<file path="src/rtl/e3_txpi_pkg.sv">
package e3_txpi_pkg;

  typedef enum logic [2:0] {
    K_PAY,
    K_FAS,
    K_A,
    K_N,
    K_SET
  } bit_kind_e;

  localparam logic [1:0] SRC_SERIAL = 2'b10;

  // Classify a frame position; header (alignment + A + N) wins over set overhead.
  function automatic bit_kind_e kind_of(input int unsigned pos,
                                        input int unsigned fas_len,
                                        input int unsigned set_len,
                                        input int unsigned set_oh);
    if (pos < fas_len)          return K_FAS;
    if (pos == fas_len)         return K_A;
    if (pos == fas_len + 1)     return K_N;
    if ((pos % set_len) < set_oh) return K_SET;
    return K_PAY;
  endfunction

endpackage

</file>
<file path="src/rtl/e3_txpi_bit_counter.sv">
module e3_txpi_bit_counter
  import e3_txpi_pkg::*;
#(
  parameter int unsigned FRAME_LEN = 1536,
  parameter int unsigned FAS_LEN   = 10,
  parameter int unsigned SET_LEN   = 384,
  parameter int unsigned SET_OH    = 4,
  parameter int unsigned CNT_W     = 11
) (
  input  logic             clk_i,
  input  logic             rst_ni,
  output logic [CNT_W-1:0] pos_o,
  output logic             frame_end_o,
  output logic             oh_ahead_o
);

  localparam logic [CNT_W-1:0] LAST = CNT_W'(FRAME_LEN - 1);

  logic [CNT_W-1:0] pos_q, pos_d, pos_dd;
  logic             fe_q, oh_q;

  always_comb begin
    pos_d  = (pos_q == LAST) ? '0 : pos_q + 1'b1;
    pos_dd = (pos_d == LAST) ? '0 : pos_d + 1'b1;
  end

  // Strobes are registered against the next position so they are clean at reset.
  always_ff @(posedge clk_i or negedge rst_ni) begin
    if (!rst_ni) begin
      pos_q <= '0;
      fe_q  <= 1'b0;
      oh_q  <= 1'b0;
    end else begin
      pos_q <= pos_d;
      fe_q  <= (pos_d == LAST);
      oh_q  <= (kind_of(32'(pos_dd), FAS_LEN, SET_LEN, SET_OH) != K_PAY);
    end
  end

  assign pos_o       = pos_q;
  assign frame_end_o = fe_q;
  assign oh_ahead_o  = oh_q;

  p_wrap_r1: assert property (@(posedge clk_i) disable iff (!rst_ni)
    pos_q == LAST |=> pos_q == '0);

  p_step_r1: assert property (@(posedge clk_i) disable iff (!rst_ni)
    pos_q != LAST |=> pos_q == $past(pos_q) + 1'b1);

  p_fe_at_last_r2: assert property (@(posedge clk_i) disable iff (!rst_ni)
    frame_end_o |-> pos_q == LAST);

  p_fe_single_r2: assert property (@(posedge clk_i) disable iff (!rst_ni)
    frame_end_o |=> !frame_end_o);

  p_oh_next_r3: assert property (@(posedge clk_i) disable iff (!rst_ni)
    oh_ahead_o |=> kind_of(32'(pos_q), FAS_LEN, SET_LEN, SET_OH) != K_PAY);

endmodule

</file>
<file path="src/rtl/e3_txpi_svc_bit.sv">
module e3_txpi_svc_bit
  import e3_txpi_pkg::*;
#(
  parameter int unsigned CNT_W = 11,
  parameter int unsigned POS   = 10
) (
  input  logic             clk_i,
  input  logic             rst_ni,
  input  logic [CNT_W-1:0] pos_i,
  input  logic [1:0]       sel_i,
  input  logic             reg_bit_i,
  input  logic             ser_i,
  output logic             bit_o
);

  logic cap_q;
  logic at_pos, serial;

  assign at_pos = (pos_i == CNT_W'(POS));
  assign serial = (sel_i == SRC_SERIAL);

  // Captured value is used one frame later.
  always_ff @(posedge clk_i or negedge rst_ni) begin
    if (!rst_ni)                cap_q <= 1'b0;
    else if (at_pos && serial)  cap_q <= ser_i;
  end

  assign bit_o = serial ? cap_q : reg_bit_i;

  // Shared by the A and N instances.
  p_cap_hold_r6: assert property (@(posedge clk_i) disable iff (!rst_ni)
    !at_pos |=> $stable(cap_q));

endmodule

</file>
<file path="src/rtl/e3_txpi_assembler.sv">
module e3_txpi_assembler
  import e3_txpi_pkg::*;
#(
  parameter int unsigned        FAS_LEN  = 10,
  parameter logic [FAS_LEN-1:0] FAS_WORD = 10'b1111010000,
  parameter int unsigned        SET_LEN  = 384,
  parameter int unsigned        SET_OH   = 4,
  parameter int unsigned        CNT_W    = 11
) (
  input  logic              clk_i,
  input  logic              rst_ni,
  input  logic [CNT_W-1:0]  pos_i,
  input  logic              ser_i,
  input  logic              a_bit_i,
  input  logic              n_bit_i,
  input  logic [SET_OH-1:0] set_oh_i,
  output logic              tx_bit_o
);

  int unsigned       p, off;
  bit_kind_e         kind;
  logic [FAS_LEN-1:0] fas_sh;
  logic [SET_OH-1:0]  set_sh;
  logic               nxt, tx_q;

  always_comb begin
    p      = 32'(pos_i);
    off    = p % SET_LEN;
    kind   = kind_of(p, FAS_LEN, SET_LEN, SET_OH);
    fas_sh = FAS_WORD << p;
    set_sh = set_oh_i << off;
    unique case (kind)
      K_FAS:   nxt = fas_sh[FAS_LEN-1];
      K_A:     nxt = a_bit_i;
      K_N:     nxt = n_bit_i;
      K_SET:   nxt = set_sh[SET_OH-1];
      default: nxt = ser_i;
    endcase
  end

  always_ff @(posedge clk_i or negedge rst_ni) begin
    if (!rst_ni) tx_q <= 1'b0;
    else         tx_q <= nxt;
  end

  assign tx_bit_o = tx_q;

  p_payload_pass_r4: assert property (@(posedge clk_i) disable iff (!rst_ni)
    kind == K_PAY |=> tx_bit_o == $past(ser_i));

endmodule

</file>
<file path="src/rtl/e3_txpi_top.sv">
module e3_txpi_top
  import e3_txpi_pkg::*;
#(
  parameter int unsigned        FRAME_LEN = 1536,
  parameter int unsigned        SET_LEN   = 384,
  parameter int unsigned        SET_OH    = 4,
  parameter int unsigned        FAS_LEN   = 10,
  parameter logic [FAS_LEN-1:0] FAS_WORD  = 10'b1111010000
) (
  input  logic              clk_i,
  input  logic              rst_ni,
  input  logic              ser_data_i,
  input  logic [1:0]        a_src_sel_i,
  input  logic [1:0]        n_src_sel_i,
  input  logic              a_reg_i,
  input  logic              n_reg_i,
  input  logic [SET_OH-1:0] set_oh_i,
  output logic              oh_ahead_o,
  output logic              frame_end_o,
  output logic              tx_bit_o
);

  localparam int unsigned CNT_W = $clog2(FRAME_LEN);
  localparam int unsigned A_POS = FAS_LEN;
  localparam int unsigned N_POS = FAS_LEN + 1;

  logic [CNT_W-1:0] pos;
  logic             a_bit, n_bit;

  e3_txpi_bit_counter #(
    .FRAME_LEN(FRAME_LEN), .FAS_LEN(FAS_LEN), .SET_LEN(SET_LEN),
    .SET_OH(SET_OH), .CNT_W(CNT_W)
  ) u_cnt (
    .clk_i      (clk_i),
    .rst_ni     (rst_ni),
    .pos_o      (pos),
    .frame_end_o(frame_end_o),
    .oh_ahead_o (oh_ahead_o)
  );

  e3_txpi_svc_bit #(.CNT_W(CNT_W), .POS(A_POS)) u_a_bit (
    .clk_i    (clk_i),
    .rst_ni   (rst_ni),
    .pos_i    (pos),
    .sel_i    (a_src_sel_i),
    .reg_bit_i(a_reg_i),
    .ser_i    (ser_data_i),
    .bit_o    (a_bit)
  );

  e3_txpi_svc_bit #(.CNT_W(CNT_W), .POS(N_POS)) u_n_bit (
    .clk_i    (clk_i),
    .rst_ni   (rst_ni),
    .pos_i    (pos),
    .sel_i    (n_src_sel_i),
    .reg_bit_i(n_reg_i),
    .ser_i    (ser_data_i),
    .bit_o    (n_bit)
  );

  e3_txpi_assembler #(
    .FAS_LEN(FAS_LEN), .FAS_WORD(FAS_WORD), .SET_LEN(SET_LEN),
    .SET_OH(SET_OH), .CNT_W(CNT_W)
  ) u_asm (
    .clk_i   (clk_i),
    .rst_ni  (rst_ni),
    .pos_i   (pos),
    .ser_i   (ser_data_i),
    .a_bit_i (a_bit),
    .n_bit_i (n_bit),
    .set_oh_i(set_oh_i),
    .tx_bit_o(tx_bit_o)
  );

  // a register-sourced A bit reaches the line whatever ser_data_i holds.
  p_a_reg_src_r7: assert property (@(posedge clk_i) disable iff (!rst_ni)
    (pos == CNT_W'(A_POS) && a_src_sel_i != SRC_SERIAL) |=> tx_bit_o == $past(a_reg_i));

endmodule

</file>
<file path="config.mk">
export PLATFORM = sky130hd
export DESIGN_NAME = e3_txpi_top
export DESIGN_NICKNAME = d
export VERILOG_FILES = /design/src/rtl/e3_txpi_pkg.sv /design/src/rtl/e3_txpi_bit_counter.sv /design/src/rtl/e3_txpi_svc_bit.sv /design/src/rtl/e3_txpi_assembler.sv /design/src/rtl/e3_txpi_top.sv
export SDC_FILE = /design/constraint.sdc
export NUM_CORES = 1
export LEC_CHECK = 0
export BUFFER_PORTS_ARGS = -buffer_cell sky130_fd_sc_hd__clkbuf_2
export CORE_ASPECT_RATIO = 1.4
export CORE_MARGIN = 3
export CORE_UTILIZATION = 56
export CTS_CLUSTER_DIAMETER = 120
export CTS_CLUSTER_SIZE = 25
export DETAILED_ROUTE_END_ITERATION = 12
export PLACE_DENSITY = 0.82
export SETUP_SLACK_MARGIN = 0.02
export SLEW_MARGIN = 20
export SYNTH_ARGS = -nofsm -noshare
export SYNTH_HDL_FRONTEND = slang
export SYNTH_SLANG_ARGS = --single-unit
</file>
<file path="constraint.sdc">
create_clock -name clk_i -period 3.4 [get_ports clk_i]
set_input_delay 0.68 -clock clk_i [delete_from_list [all_inputs] [get_ports clk_i]]
set_output_delay 0.68 -clock clk_i [all_outputs]
set_load 0.02 [all_outputs]
</file>
# Word-level counts from Yosys, hierarchy flattened
# Index checks and enable logic that the tools add are counted.
[totals] ff_bits=16 in_bits=13 output_inout_bits=3 word_cells=72
[classes] add_sub_neg=2 div=2 order_cmp=4 n_eq_ne=12 shift=2 n_mux=41 n_reduce_logical=3
[ops] operator="$lt 32x3->1 const B" n=2
[ops] operator="$mod 11x9->32 const B" n=2
[ops] operator="$mux 3" n=16
[ops] operator="$eq 11x4->1 const B" n=4
[ops] operator="$shl 4x32->4" n=1
[ops] operator="$add 11x1->11 const B" n=2
[ops] operator="$eq 11x11->1 const B" n=2
[ops] operator="$lt 11x4->1 const B" n=2
[ops] operator="$mux 1" n=22
[ops] operator="$mux 11" n=2
[ops] operator="$shl 10x11->10 const A" n=1
[ops] operator="$eq 3x2->1 const B" n=2
[ops] operator="$eq 2x2->1 const B" n=2
[ops] operator="$pmux 1 s4" n=1
[ops] operator="$eq 3x1->1 const B" n=1
[ops] operator="$eq 3x3->1 const B" n=1
[ops] operator="$reduce_bool 3->1" n=1
[ops] operator="$logic_and 1x1->1" n=2

# Depth between registers and ports, before layout
[depth] depth_word=17 ltp_mapped=14 depth_no_buf=13

# By module
# From an unflattened synthesis, not the netlist that was laid out.
[hier_totals] cells_unflattened=184 area_unflattened_um2=1635.3
[by_module_without_submodules] module="e3_txpi_bit_counter" n_inst=1 cells_each=141 area_each_um2=1196.1 seq_area_each_um2=325.3
[by_module_without_submodules] module="e3_txpi_assembler" n_inst=1 cells_each=27 area_each_um2=246.5 seq_area_each_um2=25.0
[by_module_without_submodules] module="e3_txpi_svc_bit (u_n_bit)" n_inst=1 cells_each=8 area_each_um2=97.6 seq_area_each_um2=25.0
[by_module_without_submodules] module="e3_txpi_svc_bit (u_a_bit)" n_inst=1 cells_each=8 area_each_um2=95.1 seq_area_each_um2=25.0

# Worst setup path before layout
# No wires, ideal clock.
[synth_timing] kind="reg2reg" start="register u_cnt.pos_q[1] (netlist: u_cnt.pos_o[1])" end="register u_cnt.oh_q (netlist: u_cnt.oh_ahead_o)" setup_time_ns=0.120 arrival_ns=2.934 required_ns=3.280 setup_slack_ns=0.346 stages_incl_launch_ff=11 path_buffers=0 path_cell_list="dfrtp_1 > ha_1 > or4_1 > a32o_2 > or3_4 > mux2i_2 > ha_1 > a22oi_1 > o31a_1 > o41ai_1 > a31o_1"
[synth_between] elab_chain_len=15 elab_cells_between_ends=29
[synth_rtl] item="start, declared" line="e3_txpi_bit_counter.sv:19" text="logic [CNT_W-1:0] pos_q, pos_d, pos_dd;"
[synth_rtl] item="start signal, assigned" line="e3_txpi_bit_counter.sv:34" text="pos_q <= pos_d;"
[synth_rtl] item="$add 11x1->11 / $eq 11x11->1 (equally long branches)" line="e3_txpi_bit_counter.sv:23" text="pos_d = (pos_q == LAST) ? '0 : pos_q + 1'b1;"
[synth_rtl] item="$mux 11 (*)" line="e3_txpi_bit_counter.sv:23"
[synth_rtl] item="$add 11x1->11 / $eq 11x11->1 (equally long branches)" line="e3_txpi_bit_counter.sv:24" text="pos_dd = (pos_d == LAST) ? '0 : pos_d + 1'b1;"
[synth_rtl] item="$mux 11 (*)" line="e3_txpi_bit_counter.sv:24"
[synth_rtl] item="$mod 11x9->32" line="e3_txpi_pkg.sv:21" text="if ((pos % set_len) < set_oh) return K_SET;"
[synth_rtl] item="$lt 32x3->1" line="e3_txpi_pkg.sv:21"
[synth_rtl] item="$mux 1 (2 in a row)" line="e3_txpi_pkg.sv:21"
[synth_rtl] item="$mux 1" line="e3_txpi_pkg.sv:20" text="if (pos == fas_len + 1) return K_N;"
[synth_rtl] item="$mux 1" line="e3_txpi_pkg.sv:19" text="if (pos == fas_len) return K_A;"
[synth_rtl] item="$mux 3" line="e3_txpi_pkg.sv:22" text="return K_PAY;"
[synth_rtl] item="$mux 3" line="e3_txpi_pkg.sv:21"
[synth_rtl] item="$mux 3" line="e3_txpi_pkg.sv:20"
[synth_rtl] item="$mux 3 (*)" line="e3_txpi_pkg.sv:19"
[synth_rtl] item="$reduce_bool 3->1 (*)" line="e3_txpi_bit_counter.sv:36" text="oh_q <= (kind_of(32'(pos_dd), FAS_LEN, SET_LEN, SET_OH) != K_PAY);"
[synth_rtl] item="end signal, assigned" line="e3_txpi_bit_counter.sv:36"
[synth_rtl] item="end, declared" line="e3_txpi_bit_counter.sv:20" text="logic fe_q, oh_q;"
# Mark *: on every way between the ends. The rest lies on a longest branch, timed or not. The select of a mux whose other input is x is not followed.
# A chain may end at the register's enable or synchronous reset.

# Worst setup path in the final report
[layout_timing] start="register u_cnt.pos_q[4] (netlist: u_cnt.pos_o[4])" end="register u_cnt.oh_q (netlist: u_cnt.oh_ahead_o)"
# Same word-level chain as after synthesis.

==> reports/results.tsv <==
metric	value	unit
drv_slew	0	
reg2reg_depth	10	
powerDensity	185	mW/mm2
grt_setup_unrepaired	no	
setup-violations-final	0	
async_reset_ff_share	100	%
place_inst	225	
ys_seq_elements	16	
cts_hold_buf	0	
fillers	243	
synthCells	180	
hold_path_class	input pin to asynchronous set/reset pin	
gp_congestion	0.902	
syn-num-nets	201	
cts_sinks	16	
path_cells	nand4_1, or4_1, a32o_2, or3_4, mux2i_2, ha_1, a22oi_1, o31a_1, o41ai_1, a31o_1	
layout-drive-gt1-share	19.3	%
synth-main-ff-cell	dfrtp_1	
cts_htree_levels	1	
die_x	50.6	um
wl	3620	um
antenna_cells	0	
worstSetupPathType	register to register	
finish.utilization	64.1	%
synth_compound_area_share	19.8	%
fmax	314	MHz
finalClockSkew	0.00438	ns
internal-power	242	uW
critPathMaxStageDelay	0.54	ns
min_period	3.19	ns
drc	0	
syn_to_final_growth	8.33	%
wl_per_cell	15.9	um
multi_input_area	0.00104	mm2
r2r-start	u_cnt.pos_o[4]$_DFF_PN0_	
final_cell_count_no_fill	228	
synth.area.mux_share	5.68	%
rows	22	
synth-edff-count	0	
synthSimpleGateAreaFrac	26.7	%
ir_worst_vdd	183	uV
vias	1435	
core-area	0.00264	mm2
antenna_found_initial	0	
endpoint_kind	register	
post_cts_buffers	0	
finalHoldViolations	0	
track_usage	22.4	%
critical_path.max_fanout	11	
seq_power_share	61.6	%
synth.distinct_cells	55	
required	3.58	ns
r2r_slack	0.21	ns
start_util	59.1	%
synth-xor-area-share	7.85	%
grt_pass1_wl	5960	um
mostFrequentLayoutCell	dfrtp_1	
tns	0	ns
seqCellArea	400	um2
overflow	0	
clockRootBuffer	clkbuf_4	
cp_slowest_cell	dfrtp_1	
final_cell_mix	dfrtp_1, clkbuf_2, inv_1, nand2_1, buf_4	
yosys.area_share.adder	6.41	%
p_sw	70.5	uW
cts_tree	built	
status	finished clean	
synth.yosys.seq_area_share	25.6	%
comb_power_share	5.8	%
swShare	22.5	%
synth_top_family_by_area	simple AND/OR/NAND/NOR gates	
antenna_left	0	
critPathLaunchType	register	
grt_pass1_vias	1343	
pwr-share-clk	32.6	%
fin_nets	215	
cts_inserted_buffers	3	
path_clk_slew	0.10	ns
maxCapViolCount	0	
die_h	68.5	um
clk_path_buf_depth	2	
arrival	3.37	ns
ctsResizeCount	0	
yosysWarningCount	0	
rr_endpoint	u_cnt.oh_ahead_o$_DFF_PN0_	
dp_hpwl	2830	um
min_period_over_period	93.8	%
via_per_inst	6.29	
clock_latency	0.29	ns
ios	16	
drt_iter0_markers	61	
p_leak	0.000744	uW
die-area	0.00347	mm2
numPortBuffers	15	
worst_pin_slew	0.674	ns
slew-limit-headroom	53.9	%
drtPass1Iterations	4	
grt_max_degree	17	
synth_area_per_cell	8.68	um2
netlist_area	0.00156	mm2
[kinds of logic after synthesis]
group,Yosys count
AO/OA/AOI/OAI,40
XOR/XNOR,14
adder cells (fa/ha/maj),8
buffers and inverters,26
flip-flops,16
multiplexers,7
AND/OR/NAND/NOR,69
[area by class of cell]
cell class | count | area share (%)
clock buffers | 3 | 1.33
inverters | 10 | 2.22
multi-input cells | 138 | 61.3
flip-flops and latches | 16 | 23.7
well taps | 36 | 2.66
repair buffers | 25 | 8.87
[state kept, by name, indices dropped and copies added, names as in the netlist]
signal and cells:
u_n_bit.cap_q 1, u_cnt.oh_ahead_o 1, u_a_bit.cap_q 1, u_cnt.pos_o 11, u_asm.tx_bit_o 1, u_cnt.frame_end_o 1
[worst max-delay path by stage]
stage                                        start                         end  slack (ns)
after global routing      u_cnt.pos_o[4]$_DFF_PN0_  u_cnt.oh_ahead_o$_DFF_PN0_        0.04
after detailed placement  u_cnt.pos_o[4]$_DFF_PN0_  u_cnt.oh_ahead_o$_DFF_PN0_        0.28
final                     u_cnt.pos_o[4]$_DFF_PN0_  u_cnt.oh_ahead_o$_DFF_PN0_        0.21
after global placement    u_cnt.pos_o[1]$_DFF_PN0_  u_cnt.oh_ahead_o$_DFF_PN0_        0.40
after floorplan           u_cnt.pos_o[1]$_DFF_PN0_  u_cnt.oh_ahead_o$_DFF_PN0_        0.35
after CTS                 u_cnt.pos_o[4]$_DFF_PN0_  u_cnt.oh_ahead_o$_DFF_PN0_        0.25
[cell usage after synthesis (3+ instances only)]
| master | number | area, um2 |
|---|---|---|
| inv_1 | 10 | 37.5 |
| xor2_1 | 7 | 61.3 |
| nand3_1 | 6 | 30.0 |
| nor3b_1 | 3 | 22.5 |
| nand4_1 | 5 | 31.3 |
| buf_4 | 4 | 30.0 |
| and2_1 | 3 | 18.8 |
| buf_2 | 3 | 15.0 |
| o21ai_0 | 7 | 35.0 |
| a31oi_1 | 3 | 18.8 |
| a311oi_1 | 3 | 26.3 |
| a21oi_1 | 5 | 25.0 |
| xnor2_1 | 7 | 61.3 |
| dfrtp_1 | 16 | 400 |
| nor3_1 | 8 | 40.0 |
| nor2_1 | 9 | 33.8 |
| nor2b_1 | 4 | 25.0 |
| ha_1 | 8 | 100 |
| nand2_1 | 10 | 37.5 |
| clkbuf_1 | 7 | 26.3 |
| mux2i_1 | 3 | 30.0 |
| nand2b_1 | 3 | 18.8 |
| and4_1 | 3 | 26.3 |
| a211oi_1 | 3 | 22.5 |
[power by group through the flow]
stage / Sequential, uW / Clock [uW] / Combinational [uW]
after floorplan: 197 / 0 / 5.68
after global placement: 196 / 0 / 17.8
after detailed placement: 197 / 0 / 18.5
after CTS: 193 / 107 / 18.6
after global routing: 193 / 115 / 19.8
final: 193 / 102 / 18.2
[per-stage QoR]
step	setup WS (ns)	total power [uW]	instance area (um2)	hold WS, ns
2_1_floorplan	0.346	203	1560	0.384
3_3_place_gp	0.403	214	1670	0.497
3_5_place_dp	0.280	215	1670	0.500
4_1_cts	0.247	318	1690	0.321
5_1_grt	0.0404	327	1690	0.316
6_report	0.211	313	1690	0.315
[layer usage]
| metal | wire length [um] | track usage (%) | vias up |
|---|---|---|---|
| met5 | 0 | 0 | - |
| met4 | 102 | 9.43 | 0 |
| met3 | 217 | 2.80 | 14 |
| met2 | 1850 | 41.0 | 67 |
| met1 | 1460 | 26.4 | 662 |
| li1 | - | - | 692 |
[critical path: cells and delay by family, from the launching register on]
family	cells	cell delay, ns
flops	1	0.54
simple gates	3	1.08
compound gates	5	0.94
fa+ha+maj	1	0.35
mux	1	0.17
No activity file was read; power rests on OpenSTA's default activity.
